**config.mk**
```make
export PLATFORM = sky130hd
export DESIGN_NAME = vex_decoder
export DESIGN_NICKNAME = d
export VERILOG_FILES = /design/src/rtl/vex_pkg.sv /design/src/rtl/vex_map_select.sv /design/src/rtl/vex_last_fields.sv /design/src/rtl/vex_fsm.sv /design/src/rtl/vex_decoder.sv
export SDC_FILE = /design/constraint.sdc
export NUM_CORES = 1
export LEC_CHECK = 0
export ABC_AREA = 1
export BUFFER_PORTS_ARGS = -buffer_cell sky130_fd_sc_hd__buf_2
export CAP_MARGIN = 20
export CORE_MARGIN = 8
export CORE_UTILIZATION = 57
export CTS_CLUSTER_SIZE = 14
export DETAILED_ROUTE_END_ITERATION = 12
export PLACE_DENSITY = 0.84
export SLEW_MARGIN = 20
export SYNTH_ARGS = -nofsm -noshare
export SYNTH_HDL_FRONTEND = slang
export SYNTH_HIERARCHICAL = 1
export SYNTH_SLANG_ARGS = --single-unit
```
**constraint.sdc**
```tcl
create_clock -name clk -period 3.06 [get_ports clk]
set_clock_uncertainty 0.2 [all_clocks]
set_input_delay 0.459 -clock clk [delete_from_list [all_inputs] [get_ports clk]]
set_output_delay 0.459 -clock clk [all_outputs]
set_load 0.03 [all_outputs]
```
**src/rtl/vex_pkg.sv**
```systemverilog
// Package: shared constants and types for the VEX prefix decoder.
// Assumes one instruction byte per handshake and 9-bit map-tagged opcodes.
package vex_pkg;

    localparam int BYTE_W = 8;
    localparam int OPC_W  = BYTE_W + 1;
    localparam int MAP_W  = 5;
    localparam int REG_W  = 4;
    localparam int MODE_W = 2;

    localparam logic [BYTE_W-1:0] LEAD_VEX2 = 8'hC5;
    localparam logic [BYTE_W-1:0] LEAD_VEX3 = 8'hC4;

    localparam logic [MODE_W-1:0] MODE_16 = 2'd0;
    localparam logic [MODE_W-1:0] MODE_32 = 2'd1;
    localparam logic [MODE_W-1:0] MODE_64 = 2'd2;

    localparam logic [MAP_W-1:0] MAP_0F   = 5'd1;
    localparam logic [MAP_W-1:0] MAP_0F38 = 5'd2;
    localparam logic [MAP_W-1:0] MAP_0F3A = 5'd3;

    localparam logic [OPC_W-1:0] OPC_0F38 = 9'h138;
    localparam logic [OPC_W-1:0] OPC_0F3A = 9'h13A;

    typedef enum logic [1:0] {
        ST_IDLE,
        ST_PEEK,
        ST_PAY2,
        ST_OPC
    } dec_state_t;

    typedef struct packed {
        logic [OPC_W-1:0] opc;
        logic             vex;
        logic             r;
        logic             x;
        logic             b;
        logic             w;
        logic [REG_W-1:0] vvvv;
        logic             vl;
        logic             p66;
        logic             pf3;
        logic             pf2;
        logic             illegal;
    } dec_result_t;

endpackage

```
**src/rtl/vex_map_select.sv**
```systemverilog
// Module: decodes the opcode-map selector of the three-byte form.
// Assumes the selector is the low five bits of the first payload byte.
module vex_map_select
    import vex_pkg::*;
(
    input  logic [MAP_W-1:0] map_code,
    output logic             map_ok,
    output logic             map_needs_opc,
    output logic [OPC_W-1:0] implied_opc
);

    // Classify the selector and give the implied opcode for the fixed maps.
    always_comb begin
        map_ok        = 1'b0;
        map_needs_opc = 1'b0;
        implied_opc   = '0;
        unique case (map_code)
            MAP_0F: begin
                map_ok        = 1'b1;
                map_needs_opc = 1'b1;
            end
            MAP_0F38: begin
                map_ok      = 1'b1;
                implied_opc = OPC_0F38;
            end
            MAP_0F3A: begin
                map_ok      = 1'b1;
                implied_opc = OPC_0F3A;
            end
            default: begin
                map_ok = 1'b0;
            end
        endcase
    end

endmodule

```
**src/rtl/vex_last_fields.sv**
```systemverilog
// Module: unpacks the register, length and implied-prefix fields of the
// last payload byte. Assumes bit 7 (the width bit) is handled elsewhere.
module vex_last_fields
    import vex_pkg::*;
(
    input  logic [BYTE_W-2:0] last_byte,
    output logic [REG_W-1:0]  vvvv,
    output logic              vl,
    output logic              p66,
    output logic              pf3,
    output logic              pf2
);

    // Un-invert the register number and expand pp into prefix flags.
    always_comb begin
        vvvv = ~last_byte[6:3];
        vl   = last_byte[2];
        p66  = (last_byte[1:0] == 2'd1);
        pf3  = (last_byte[1:0] == 2'd2);
        pf2  = (last_byte[1:0] == 2'd3);
    end

endmodule

```
**src/rtl/vex_fsm.sv**
```systemverilog
// Module: byte-stream state machine. It tells VEX lead bytes from the
// segment-load opcodes, steps through the payload and builds the result.
// Assumes the legacy prefix flags are stable for the whole instruction.
module vex_fsm
    import vex_pkg::*;
(
    input  logic               clk,
    input  logic               rst_n,
    input  logic               in_valid,
    input  logic [BYTE_W-1:0]  in_data,
    output logic               in_ready,
    input  logic [MODE_W-1:0]  mode,
    input  logic               v86,
    input  logic               pfx_bad,
    output logic [MAP_W-1:0]   map_code,
    input  logic               map_ok,
    input  logic               map_needs_opc,
    input  logic [OPC_W-1:0]   implied_opc,
    output logic [BYTE_W-2:0]  last_src,
    input  logic [REG_W-1:0]   vvvv,
    input  logic               vl,
    input  logic               p66,
    input  logic               pf3,
    input  logic               pf2,
    output logic               finish,
    output dec_result_t        result
);

    dec_state_t        state, state_n;
    logic [BYTE_W-1:0] lead_q;
    logic [BYTE_W-1:0] p1_q;
    logic [BYTE_W-2:0] last_q;
    logic              w_q;
    logic              vex_mode;
    logic              is_lead;
    logic              take_vex;
    logic              lead3;
    logic              accept;
    dec_result_t       vex_res;
    dec_result_t       bad_res;

    // Decode the mode gate, lead byte and look-ahead decision.
    always_comb begin
        vex_mode = ((mode == MODE_32) || (mode == MODE_64)) && !v86;
        is_lead  = (in_data == LEAD_VEX2) || (in_data == LEAD_VEX3);
        take_vex = (mode == MODE_64) || (in_data[7:6] == 2'b11);
        lead3    = (lead_q == LEAD_VEX3);
        map_code = (state == ST_PEEK) ? in_data[MAP_W-1:0] : p1_q[MAP_W-1:0];
        last_src = (state == ST_PAY2) ? in_data[BYTE_W-2:0] : last_q;
    end

    // Assemble the result of a decoded VEX form and of an illegal one.
    always_comb begin
        vex_res         = '0;
        vex_res.vex     = 1'b1;
        vex_res.r       = ~p1_q[7];
        vex_res.x       = lead3 ? ~p1_q[6] : 1'b0;
        vex_res.b       = lead3 ? ~p1_q[5] : 1'b0;
        vex_res.w       = lead3 ? ((state == ST_PAY2) ? in_data[7] : w_q) : 1'b0;
        vex_res.vvvv    = vvvv;
        vex_res.vl      = vl;
        vex_res.p66     = p66;
        vex_res.pf3     = pf3;
        vex_res.pf2     = pf2;
        bad_res         = '0;
        bad_res.illegal = 1'b1;
    end

    // Next state, handshake and finishing result for each state.
    always_comb begin
        state_n  = state;
        in_ready = 1'b0;
        finish   = 1'b0;
        result   = '0;
        unique case (state)
            ST_IDLE: begin
                in_ready = 1'b1;
                if (in_valid) begin
                    if (is_lead && vex_mode) begin
                        state_n = ST_PEEK;
                    end else begin
                        finish     = 1'b1;
                        result.opc = {1'b0, in_data};
                    end
                end
            end
            ST_PEEK: begin
                in_ready = take_vex;
                if (in_valid) begin
                    state_n = ST_IDLE;
                    finish  = 1'b1;
                    if (!take_vex) begin
                        result.opc = {1'b0, lead_q};
                    end else if (pfx_bad) begin
                        result = bad_res;
                    end else if (!lead3) begin
                        finish  = 1'b0;
                        state_n = ST_OPC;
                    end else if (!map_ok) begin
                        result = bad_res;
                    end else begin
                        finish  = 1'b0;
                        state_n = ST_PAY2;
                    end
                end
            end
            ST_PAY2: begin
                in_ready = 1'b1;
                if (in_valid) begin
                    if (map_needs_opc) begin
                        state_n = ST_OPC;
                    end else begin
                        state_n    = ST_IDLE;
                        finish     = 1'b1;
                        result     = vex_res;
                        result.opc = implied_opc;
                    end
                end
            end
            ST_OPC: begin
                in_ready = 1'b1;
                if (in_valid) begin
                    state_n    = ST_IDLE;
                    finish     = 1'b1;
                    result     = vex_res;
                    result.opc = {1'b1, in_data};
                end
            end
            default: begin
                state_n = ST_IDLE;
            end
        endcase
    end

    assign accept = in_valid && in_ready;

    // State register and capture of the lead and payload bytes.
    always_ff @(posedge clk) begin
        if (!rst_n) begin
            state  <= ST_IDLE;
            lead_q <= '0;
            p1_q   <= '0;
            last_q <= '0;
            w_q    <= 1'b0;
        end else begin
            state <= state_n;
            if (accept) begin
                unique case (state)
                    ST_IDLE: lead_q <= in_data;
                    ST_PEEK: begin
                        p1_q   <= in_data;
                        last_q <= in_data[BYTE_W-2:0];
                    end
                    ST_PAY2: begin
                        w_q    <= in_data[7];
                        last_q <= in_data[BYTE_W-2:0];
                    end
                    default: begin
                    end
                endcase
            end
        end
    end

    // a refused look-ahead byte ends the instruction and returns to idle.
    p_peek_refusal_r3: assert property (@(posedge clk) disable iff (!rst_n)
        (state == ST_PEEK && in_valid && !in_ready) |=> (state == ST_IDLE));

    // outside the VEX-capable modes the machine never leaves idle.
    p_mode_gate_r2: assert property (@(posedge clk) disable iff (!rst_n)
        (state == ST_IDLE && !vex_mode) |=> (state == ST_IDLE));

    // reset puts the machine back in idle.
    p_reset_idle_r12: assert property (@(posedge clk)
        !rst_n |=> (state == ST_IDLE));

endmodule

```
**src/rtl/vex_decoder.sv**
```systemverilog
// Module: top of the VEX prefix decoder. It joins the state machine and the
// field decoders and registers the result behind a one-cycle done pulse.
// Assumes a synchronous active-low reset and a single clock.
module vex_decoder
    import vex_pkg::*;
(
    input  logic              clk,
    input  logic              rst_n,
    input  logic              byte_valid,
    input  logic [BYTE_W-1:0] byte_data,
    output logic              byte_ready,
    input  logic [MODE_W-1:0] cpu_mode,
    input  logic              v86_mode,
    input  logic              seen_lock,
    input  logic              seen_opsize,
    input  logic              seen_rep,
    input  logic              seen_repne,
    input  logic              seen_rex,
    output logic              dec_done,
    output logic [OPC_W-1:0]  dec_opcode,
    output logic              dec_vex,
    output logic              ext_r,
    output logic              ext_x,
    output logic              ext_b,
    output logic              op_wide,
    output logic [REG_W-1:0]  src_reg,
    output logic              vec_long,
    output logic              imp_opsize,
    output logic              imp_rep,
    output logic              imp_repne,
    output logic              dec_illegal
);

    logic [MAP_W-1:0]  map_code;
    logic              map_ok;
    logic              map_needs_opc;
    logic [OPC_W-1:0]  implied_opc;
    logic [BYTE_W-2:0] last_src;
    logic [REG_W-1:0]  lf_vvvv;
    logic              lf_vl;
    logic              lf_p66;
    logic              lf_pf3;
    logic              lf_pf2;
    logic              finish;
    logic              pfx_bad;
    dec_result_t       result;
    dec_result_t       res_q;
    logic              done_q;

    assign pfx_bad = seen_lock | seen_opsize | seen_rep | seen_repne | seen_rex;

    vex_fsm u_fsm (
        .clk           (clk),
        .rst_n         (rst_n),
        .in_valid      (byte_valid),
        .in_data       (byte_data),
        .in_ready      (byte_ready),
        .mode          (cpu_mode),
        .v86           (v86_mode),
        .pfx_bad       (pfx_bad),
        .map_code      (map_code),
        .map_ok        (map_ok),
        .map_needs_opc (map_needs_opc),
        .implied_opc   (implied_opc),
        .last_src      (last_src),
        .vvvv          (lf_vvvv),
        .vl            (lf_vl),
        .p66           (lf_p66),
        .pf3           (lf_pf3),
        .pf2           (lf_pf2),
        .finish        (finish),
        .result        (result)
    );

    vex_map_select u_map (
        .map_code      (map_code),
        .map_ok        (map_ok),
        .map_needs_opc (map_needs_opc),
        .implied_opc   (implied_opc)
    );

    vex_last_fields u_last (
        .last_byte (last_src),
        .vvvv      (lf_vvvv),
        .vl        (lf_vl),
        .p66       (lf_p66),
        .pf3       (lf_pf3),
        .pf2       (lf_pf2)
    );

    // Output register: capture the result on finish and pulse done.
    always_ff @(posedge clk) begin
        if (!rst_n) begin
            done_q <= 1'b0;
            res_q  <= '0;
        end else begin
            done_q <= finish;
            if (finish) begin
                res_q <= result;
            end
        end
    end

    assign dec_done    = done_q;
    assign dec_opcode  = res_q.opc;
    assign dec_vex     = res_q.vex;
    assign ext_r       = res_q.r;
    assign ext_x       = res_q.x;
    assign ext_b       = res_q.b;
    assign op_wide     = res_q.w;
    assign src_reg     = res_q.vvvv;
    assign vec_long    = res_q.vl;
    assign imp_opsize  = res_q.p66;
    assign imp_rep     = res_q.pf3;
    assign imp_repne   = res_q.pf2;
    assign dec_illegal = res_q.illegal;

    // results hold while no instruction finishes.
    p_hold_fields_r11: assert property (@(posedge clk) disable iff (!rst_n)
        !dec_done |-> $stable(res_q));

    // a decoded VEX form always carries a map-tagged opcode.
    p_map_tag_r8: assert property (@(posedge clk) disable iff (!rst_n)
        (dec_done && dec_vex) |-> dec_opcode[OPC_W-1]);

    // without VEX the vector fields stay at their defaults.
    p_novex_default_r10: assert property (@(posedge clk) disable iff (!rst_n)
        (dec_done && !dec_vex) |-> (src_reg == '0 && !vec_long && !op_wide && !ext_r));

    // an illegal result carries no VEX flag and no opcode.
    p_illegal_clear_r10: assert property (@(posedge clk) disable iff (!rst_n)
        dec_illegal |-> (!dec_vex && dec_opcode == '0));

    // at most one implied prefix is reported.
    p_one_prefix_r9: assert property (@(posedge clk) disable iff (!rst_n)
        $onehot0({imp_opsize, imp_rep, imp_repne}));

    // after reset no instruction is reported as finished.
    p_reset_done_r12: assert property (@(posedge clk)
        !rst_n |=> (!dec_done && !dec_illegal));

endmodule

```
* Word level (Yosys, flattened, before mapping)
Index checks and enable logic that the tools add are counted.
** Word-level totals
- Output and inout port bits :: 25
- Word-level logic and storage cells :: 106
- Register bits :: 50
** Operators by class
- Bitwise operators :: 8
- Equality and inequality tests :: 20
- Reduce and logical (&&, ||, !) cells :: 15
- Mux-type cells :: 45
** Operators by type and width (number)
- $mux 23 :: 6
- $pmux 14 s3 :: 1
- $pmux 9 s4 :: 1
- $eq 8x8->1 const B :: 3
- $mux 2 :: 10
- $mux 9 :: 2
- $pmux 9 s2 :: 1
- $mux 1 :: 17
- $mux 14 :: 1
- $eq 2x2->1 const B :: 6
- $eq 5x2->1 const B :: 2
- $mux 8 :: 1
- $ne 2x2->1 const B :: 4
- $pmux 2 s4 :: 1
- $mux 7 :: 1
- $eq 2x1->1 const B :: 3
- $reduce_and 2->1 :: 3
- $reduce_or 3->1 :: 2
- $eq 5x1->1 const B :: 1
- $mux 5 :: 1
- $reduce_and 5->1 :: 1
- $not 4->4 :: 1
- $or 1x1->1 :: 4
- $pmux 1 s4 :: 1
- other kinds (8) :: 14

* Logic depth before layout (Yosys ltp)
Gate-level depths: netlist of run 1.
- Word-level depth :: 11
- Depth in mapped cells :: 19
- Gate-level depth less buffers :: 16

* Modules after synthesis
Netlist of run 1, hierarchy kept.
** Modules (own cells, without submodules)
- vex_fsm :: cells an instance 271, seq. area each 520.5 sq um, times used 1, area each 1761.7 sq um
- vex_decoder :: cells an instance 151, seq. area each 480.5 sq um, times used 1, area each 999.7 sq um
- vex_map_select :: cells an instance 19, seq. area each 0.0 sq um, times used 1, area each 102.6 sq um
- vex_last_fields :: cells an instance 11, seq. area each 0.0 sq um, times used 1, area each 45.0 sq um

* Worst setup path after synthesis of run 1
No wires, ideal clock.
- Kind :: flip-flop to flip-flop
- From :: reg u_fsm.state[1]
- To :: reg res_q, in the netlist dec_opcode[4]
- Stages on the path, launching flop included :: 18
- Slack :: 0.502 ns
- Data arrival time :: 2.244 ns
- Path through :: dfxtp_1 inv_1 ha_1 clkbuf_1 o21ai_0 nor2_2 nand3_1 nand2_1 nand3b_1 nand2_1 o21ai_0 nand2_1 nand2_1 nand2_1 buf_6 buf_6 nor2_1 nor2_1
** Between the ends
- Longest elaborated chain between the ends :: 11
** Ends and longest elaborated chain
- from (decl) :: RTL line vex_fsm.sv:29 : dec_state_t state, state_n;
- from (signal assigned) :: RTL line vex_fsm.sv:146 : state <= state_n;
- $eq 2x1->1 * :: RTL line vex_fsm.sv:48 : map_code = (state == ST_PEEK) ? in_data[MAP_W-1:0] : p1_q[MAP_W-1:0];
- $mux 5 * :: RTL line vex_fsm.sv:48
- via map_code[3] :: RTL line vex_decoder.sv:34 : logic [MAP_W-1:0] map_code;
- $eq 5x1->1 / $eq 5x2->1 (equally long branches) :: RTL line vex_map_select.sv:17 : unique case (map_code)
- $reduce_or 3->1 (no line) *
- $mux 1 * :: RTL line vex_map_select.sv:17
- via map_ok :: RTL line vex_decoder.sv:35 : logic map_ok;
- $mux 1 * :: RTL line vex_fsm.sv:99 : end else if (!map_ok) begin
- $mux 1 * :: RTL line vex_fsm.sv:96 : end else if (!lead3) begin
- $mux 1 * :: RTL line vex_fsm.sv:94 : end else if (pfx_bad) begin
- $mux 1 * :: RTL line vex_fsm.sv:92 : if (!take_vex) begin
- $mux 1 * :: RTL line vex_fsm.sv:89 : if (in_valid) begin
- $pmux 1 s4 * :: RTL line vex_fsm.sv:75 : unique case (state)
- via finish :: RTL line vex_decoder.sv:44 : logic finish;
- to (signal assigned) :: RTL line vex_decoder.sv:99 : res_q <= result;
- to (decl) :: RTL line vex_decoder.sv:47 : dec_result_t res_q;
The timed path passes the listed nets; every way through them passes the cells marked *.
A chain may end at the register's enable or synchronous reset.

* Worst setup path after layout of run 1
- From :: reg u_fsm.state[1]
- To :: reg res_q, in the netlist imp_opsize
The elaborated chain is that of the path after synthesis.

==> metrics.csv, run 1 <==
stage;metric;value;unit
status;status;finished, final reports clean;
detailed_routing;DRC;0;
setup_path;reg-to-reg startpoint;u_fsm/state[1];
synthesis;Mapped Avg Cell Area;6.44;sq um
power;clock share of power;30.2;%
setup_path;critical path capture point type;flip-flop;
final_layout;Post-layout nets;509;
synthesis;Yosys warning total;6;
setup_path;WS Path Type;flip-flop to flip-flop;
sta;WHS;253;ps
sta;Hold Violations, Final;0;
power;Power Total;1250;uW
power;Combinational Power Share;15.0;%
clocking;post-CTS sizing;0;
detailed_routing;Via Count;2695;
hold_path;HP Class;flip-flop to flip-flop;
synthesis;synthesized netlist cell count;452;
place;Port Buffers;43;
hold_path;min-delay src;u_fsm/last_q[0];
floorplan;IO Pins;44;
synthesis;Synth area leader;dfxtp_1;
floorplan;Initial Utilization;58.1;%
sta;unrepaired setup endpoints after global routing;no;
floorplan;die area;0.00765;sq mm
final_layout;Largest register FFs;9;
flow_run;max_cap viols;0;
hold_path;Hold Crit Endpoint;u_fsm/last_q[0];
setup_path;Startpoint Class;flip-flop;
detailed_routing;TritonRoute pass-1 iters;4;
detailed_routing;routed vias/inst;4.87;
final_layout;ant diodes;0;
synthesis;synthesized flop and latch total;50;
setup_path;R2R Path End;imp_opsize;
clocking;Post-CTS Hold Buffers;0;
sta;setup TNS;0;ps
final_layout;commonest cells after routing, fill and taps aside;nand2_1, inv_1, nor2_1;
setup_path;CP Data Required Time;3070;ps
global_route;gr ovfl total;0;
hold_path;cell count of the worst hold path;2;
power;P_int;893;uW
clocking;Post-CTS Setup Repair Bufs;0;
setup_path;Worst R2R Path Depth;16;
global_route;largest net degree at the start of global routing;51;
global_route;GRT Overall Usage;18.0;%
synthesis;sequential area share after synthesis;34.4;%
sta;headroom to the max-slew limit;45.4;%
power;power per cell area;400;mW/mm^2
sta;Max Transition Viols Final;0;
setup_path;crit path max fanout;47;
place;hpwl dp;4820;um
detailed_routing;initial drt markers;212;
sta;Max Clock Freq;0.371;GHz
final_layout;commonest non-fill, non-tap cell in the layout;nand2_1;
power;NetSw;361;uW
clocking;Root Buffer;clkbuf_8;
synthesis;synth unique cells;30;
clocking;CTS Buf Count;5;
global_route;global-route wire length before repair;11100;um
floorplan;row cnt;26;
synthesis;mapped cell area;0.00291;sq mm
synthesis;largest cells by area after synthesis;dfxtp_1, nand2_1, inv_1, nor2_1, o21ai_0;
global_route;initial antenna violation count;0;
setup_path;Register-to-Register Setup Slack;370;ps
clocking;H-Tree Depth;2;
power;Static Leak;0.00150;uW
sta;post-layout min period;2690;ps
detailed_routing;Detail Route Antenna Nets;0;
sta;fin crit share;88.1;%
detailed_routing;WL/cell;11.8;um
sta;slew of the pin with the lowest slew margin;819;ps
final_layout;post-route cell area;0.00313;sq mm
clocking;CTS tree;built;
clocking;clk buf depth;2;
sta;worst setup margin;365;ps
final_layout;share of cells above drive strength 1;14.7;%
floorplan;Die W;87.4;um
synthesis;top cell type's share of synthesized area;34.4;%
place;gpl congestion;0.911;
clocking;latest clock arrival within the worst-skew pair;300;ps
power;Flop pwr share;54.8;%
power;switching share of total power;28.8;%
sta;final setup violation count;0;
global_route;vias in the first global route;2606;
clocking;Reg clk slew, reported paths;90;ps
place;DP Worst Slack;172;ps
clocking;clock sink count;50;
place;DP Area;0.00304;sq mm
floorplan;Core Footprint;0.00501;sq mm
setup_path;CP arrival;2700;ps
floorplan;Die Y;87.4;um
power;worst vdd ir;309;uV
detailed_routing;Routed WL;6550;um
final_layout;Area growth, synth to finish;7.70;%
synthesized netlist by cell type, drive strengths merged:
cell type	number
inv	91
ha	7
o22ai	8
a21oi	26
nor3	3
clkbuf	5
o21ai	46
buf	19
a22o	2
conb	1
a21boi	1
nand4	2
nand3	8
dfxtp	50
nand3b	3
nand2	96
nor2	84
critical path: stages, from the launching register on:
cell and delay (ps):
dfxtp_1 400, inv_1 120, ha_2 280, o21ai_0 280, inv_1 100, nand3_1 110
nand2_1 50, nand3b_1 190, nand2_1 80, o21ai_0 70, nand2_1 80, nand2_1 50
nand2_1 70, buf_6 280, nand2_1 100, nand2_1 60, nor2_1 50
per-stage QoR:
| step | utilization [%] | std cells |
|---|---|---|
| 2_1_floorplan | - | 455 |
| 3_3_place_gp | 60.8 | 546 |
| 3_5_place_dp | 60.8 | 546 |
| 4_1_cts | 62.4 | 553 |
| 5_1_grt | 62.5 | 553 |
| 6_report | 62.5 | 553 |
power groups by stage:
stage          registers [uW]  logic (uW)  clock network [uW]
2_1_floorplan             737         107                   0
3_3_place_gp              702         186                   0
3_5_place_dp              703         188                   0
4_1_cts                   688         189                 390
5_1_grt                   691         211                 421
6_report                  687         189                 378
cells by family (layout without fill, tap and decap cells):
family                     Yosys count  count (layout)  share of synthesized area [%]
adders and majority gates            7               7                           3.01
AOI/OAI and AO/OA                   83              83                           15.7
buffers and inverters              115             143                           18.6
DFF                                 50              50                           34.4
and+or+nand+nor                    196             196                           28.1
other                                1               4                          0.129
layout make-up:
| class | instances | area, sq um |
|---|---|---|
| Tap cell | 70 | 87.6 |
| Clock inverter | 2 | 13.8 |
| Inverter | 91 | 347 |
| Clock buffer | 5 | 68.8 |
| Fill cell | 508 | 1880 |
| Sequential cell | 50 | 1000 |
| Multi-Input combinational cell | 290 | 1380 |
| Timing Repair Buffer | 45 | 234 |
worst max-delay path by stage:
stage | startpoint | end | slack, ps | cells past startpoint
after floorplan | u_fsm/state[1] | dec_opcode[4] | 500 | 17
after global placement | u_fsm/state[1] | dec_opcode[2] | 280 | 16
after detailed placement | u_fsm/state[1] | imp_opsize | 170 | 16
after CTS | u_fsm/state[1] | imp_opsize | 160 | 16
after global routing | u_fsm/state[1] | imp_opsize | 60 | 17
final | u_fsm/state[1] | imp_opsize | 370 | 16
routing by layer:
| layer | track usage (%) | vias up | share of wire [%] |
|---|---|---|---|
| li1 | - | 1421 | - |
| met2 | 31.3 | 71 | 49 |
| met1 | 20.9 | 1197 | 44 |
| met4 | 5.94 | 0 | 0.78 |
| met3 | 4.25 | 6 | 6.2 |
| met5 | 0 | - | 0 |
Power figures use the tool's default switching activity.
==> inputs of run 2 (changes only) <==
--- a/config.mk
+++ b/config.mk
@@ -9,10 +9,10 @@
 export BUFFER_PORTS_ARGS = -buffer_cell sky130_fd_sc_hd__buf_2
 export CAP_MARGIN = 20
 export CORE_MARGIN = 8
-export CORE_UTILIZATION = 57
+export CORE_UTILIZATION = 60
 export CTS_CLUSTER_SIZE = 14
 export DETAILED_ROUTE_END_ITERATION = 12
-export PLACE_DENSITY = 0.84
+export PLACE_DENSITY = 0.87
 export SLEW_MARGIN = 20
 export SYNTH_ARGS = -nofsm -noshare
 export SYNTH_HDL_FRONTEND = slang
==> constraint.sdc (replaced) <==
create_clock -name clk -period 3.4 [get_ports clk]
set_clock_uncertainty 0.2 [all_clocks]
set_input_delay 0.51 -clock clk [delete_from_list [all_inputs] [get_ports clk]]
set_output_delay 0.51 -clock clk [all_outputs]
set_load 0.03 [all_outputs]
==> metrics.csv, run 2 (synthesis results as in run 1) <==
stage;metric;value;unit;change
setup_path;critical path capture point type;flip-flop;;unchanged
hold_path;HP Class;flip-flop to flip-flop;;unchanged
global_route;global-route wire length before repair;11500;um;was 11,100 um
detailed_routing;WL/cell;12.1;um;was 11.8 um
power;worst vdd ir;260;uV;was 309 uV
setup_path;CP Data Required Time;3400;ps;was 3070 ps
global_route;initial antenna violation count;0;;unchanged
final_layout;Post-layout nets;508;;was 509
final_layout;ant diodes;0;;unchanged
detailed_routing;initial drt markers;273;;was 212
clocking;Post-CTS Setup Repair Bufs;0;;unchanged
hold_path;min-delay src;u_fsm/last_q[2];;was u_fsm/last_q[0]
final_layout;commonest non-fill, non-tap cell in the layout;nand2_1;;unchanged
power;Static Leak;0.00151;uW;was 0.00150 uW
clocking;Post-CTS Hold Buffers;0;;unchanged
setup_path;Startpoint Class;flip-flop;;unchanged
global_route;GRT Overall Usage;18.7;%;was 18.0%
setup_path;reg-to-reg startpoint;u_fsm/state[1];;unchanged
sta;post-layout min period;2890;ps;was 2690 ps
clocking;Root Buffer;clkbuf_8;;unchanged
clocking;post-CTS sizing;0;;unchanged
detailed_routing;DRC;0;;unchanged
detailed_routing;Via Count;2766;;was 2,695
sta;fin crit share;85.0;%;was 88.1%
global_route;largest net degree at the start of global routing;51;;unchanged
global_route;vias in the first global route;2642;;was 2,606
floorplan;Initial Utilization;62.0;%;was 58.1%
floorplan;Die W;85.6;um;was 87.4 um
setup_path;crit path max fanout;47;;unchanged
setup_path;Crit. Startpoint;u_fsm/state[1];;unchanged
setup_path;Register-to-Register Setup Slack;510;ps;was 370 ps
setup_path;R2R Path End;dec_opcode[6];;was imp_opsize
place;hpwl dp;4740;um;was 4820 um
flow_run;max_cap viols;0;;unchanged
clocking;latest clock arrival within the worst-skew pair;300;ps;about the same
setup_path;CP arrival;2890;ps;was 2700 ps
place;gpl congestion;0.973;;was 0.911
sta;headroom to the max-slew limit;46.2;%;was 45.4%
final_layout;share of cells above drive strength 1;14.5;%;was 14.7%
hold_path;Hold Crit Endpoint;u_fsm/last_q[2];;was u_fsm/last_q[0]
sta;Max Clock Freq;0.346;GHz;was 0.371 GHz
final_layout;Final Util;66.9;%;was 62.5%
clocking;clock sink count;50;;unchanged
final_layout;commonest cells after routing, fill and taps aside;nand2_1, inv_1, nor2_1;;unchanged
clocking;CTS tree;built;;unchanged
final_layout;Largest register FFs;9;;unchanged
final_layout;Area growth, synth to finish;7.87;%;was 7.70%
status;status;finished, final reports clean;;unchanged
clocking;CTS Buf Count;5;;unchanged
sta;Hold Violations, Final;0;;unchanged
floorplan;Core Footprint;0.00469;sq mm;was 0.00501 sq mm
floorplan;row cnt;25;;was 26
clocking;Reg clk slew, reported paths;90;ps;about the same
detailed_routing;routed vias/inst;5.15;;was 4.87
floorplan;die area;0.00733;sq mm;was 0.00765 sq mm
detailed_routing;TritonRoute pass-1 iters;6;;was 4
detailed_routing;Routed WL;6500;um;was 6550 um
sta;unrepaired setup endpoints after global routing;no;;unchanged
clocking;H-Tree Depth;2;;unchanged
place;DP Area;0.00302;sq mm;was 0.00304 sq mm
place;Port Buffers;43;;unchanged
sta;final setup violation count;0;;unchanged
clocking;clk buf depth;2;;unchanged
hold_path;cell count of the worst hold path;2;;unchanged
floorplan;IO Pins;44;;unchanged
floorplan;Die Y;85.6;um;was 87.4 um
power;power per cell area;393;mW/mm^2;was 400 mW/mm^2
sta;setup TNS;0;ps;unchanged
setup_path;Worst R2R Path Depth;16;;unchanged
setup_path;WS Path Type;flip-flop to flip-flop;;unchanged
detailed_routing;Detail Route Antenna Nets;0;;unchanged
global_route;gr ovfl total;0;;unchanged
sta;slew of the pin with the lowest slew margin;807;ps;was 819 ps
sta;Max Transition Viols Final;0;;unchanged
final_layout;post-route cell area;0.00314;sq mm;was 0.00313 sq mm
==> run 2: critical path, cell delays in order (launching register included) <==
cell      delay (ps)
dfxtp_1          380
inv_1            110
ha_1             360
o21ai_0          340
nor2_1            90
nand3_1          110
nand2_1           50
nand3b_1         190
nand2_1           80
o21ai_0           70
nand2_1           90
nand2_1           50
nand2_1           50
buf_4            370
nand2_1          120
nand2_1           80
nor2_1            60
==> run 2: power by group <==
group | switching [uW] | leakage [uW] | total, uW | internal [uW]
combinational | 117 | 0.00104 | 169 | 51.8
clock | 204 | 0.0000618 | 447 | 242
sequential | 9.86 | 0.000410 | 619 | 609
total | 331 | 0.00151 | 1230 | 903
==> run 2: per-layer routing <==
| layer | global-route usage [%] | share of wire, % | up-vias |
|---|---|---|---|
| met5 | 0 | 0 | - |
| met2 | 33.5 | 50 | 83 |
| met3 | 4.11 | 6.2 | 9 |
| met4 | 4.94 | 1.0 | 0 |
| met1 | 21.8 | 43 | 1254 |
| li1 | - | - | 1420 |
==> run 2: worst max-delay path by stage <==
stage,end,depth (start not counted)
after detailed placement,imp_rep,16
after floorplan,dec_opcode[4],17
after global routing,src_reg[3],16
after global placement,imp_opsize,16
final,dec_opcode[6],16
after CTS,dec_opcode[6],16
==> run 2: stage by stage <==
stage	hold WS (ps)	instances	total power [uW]	setup WS (ps)
after global routing	288	537	1290	191
after detailed placement	244	529	800	538
after global placement	235	529	797	653
final	253	537	1230	509
after floorplan	224	455	760	842
after CTS	257	537	1240	489
==> run 2: layout make-up <==
cell class | instances | area (sq um)
inverter | 91 | 347
sequential | 50 | 1000
clock buffer | 6 | 82.6
tap | 54 | 67.6
clock inverter | 2 | 38.8
timing repair buffer | 44 | 223
fill | 442 | 1550
multi-input combinational | 290 | 1380
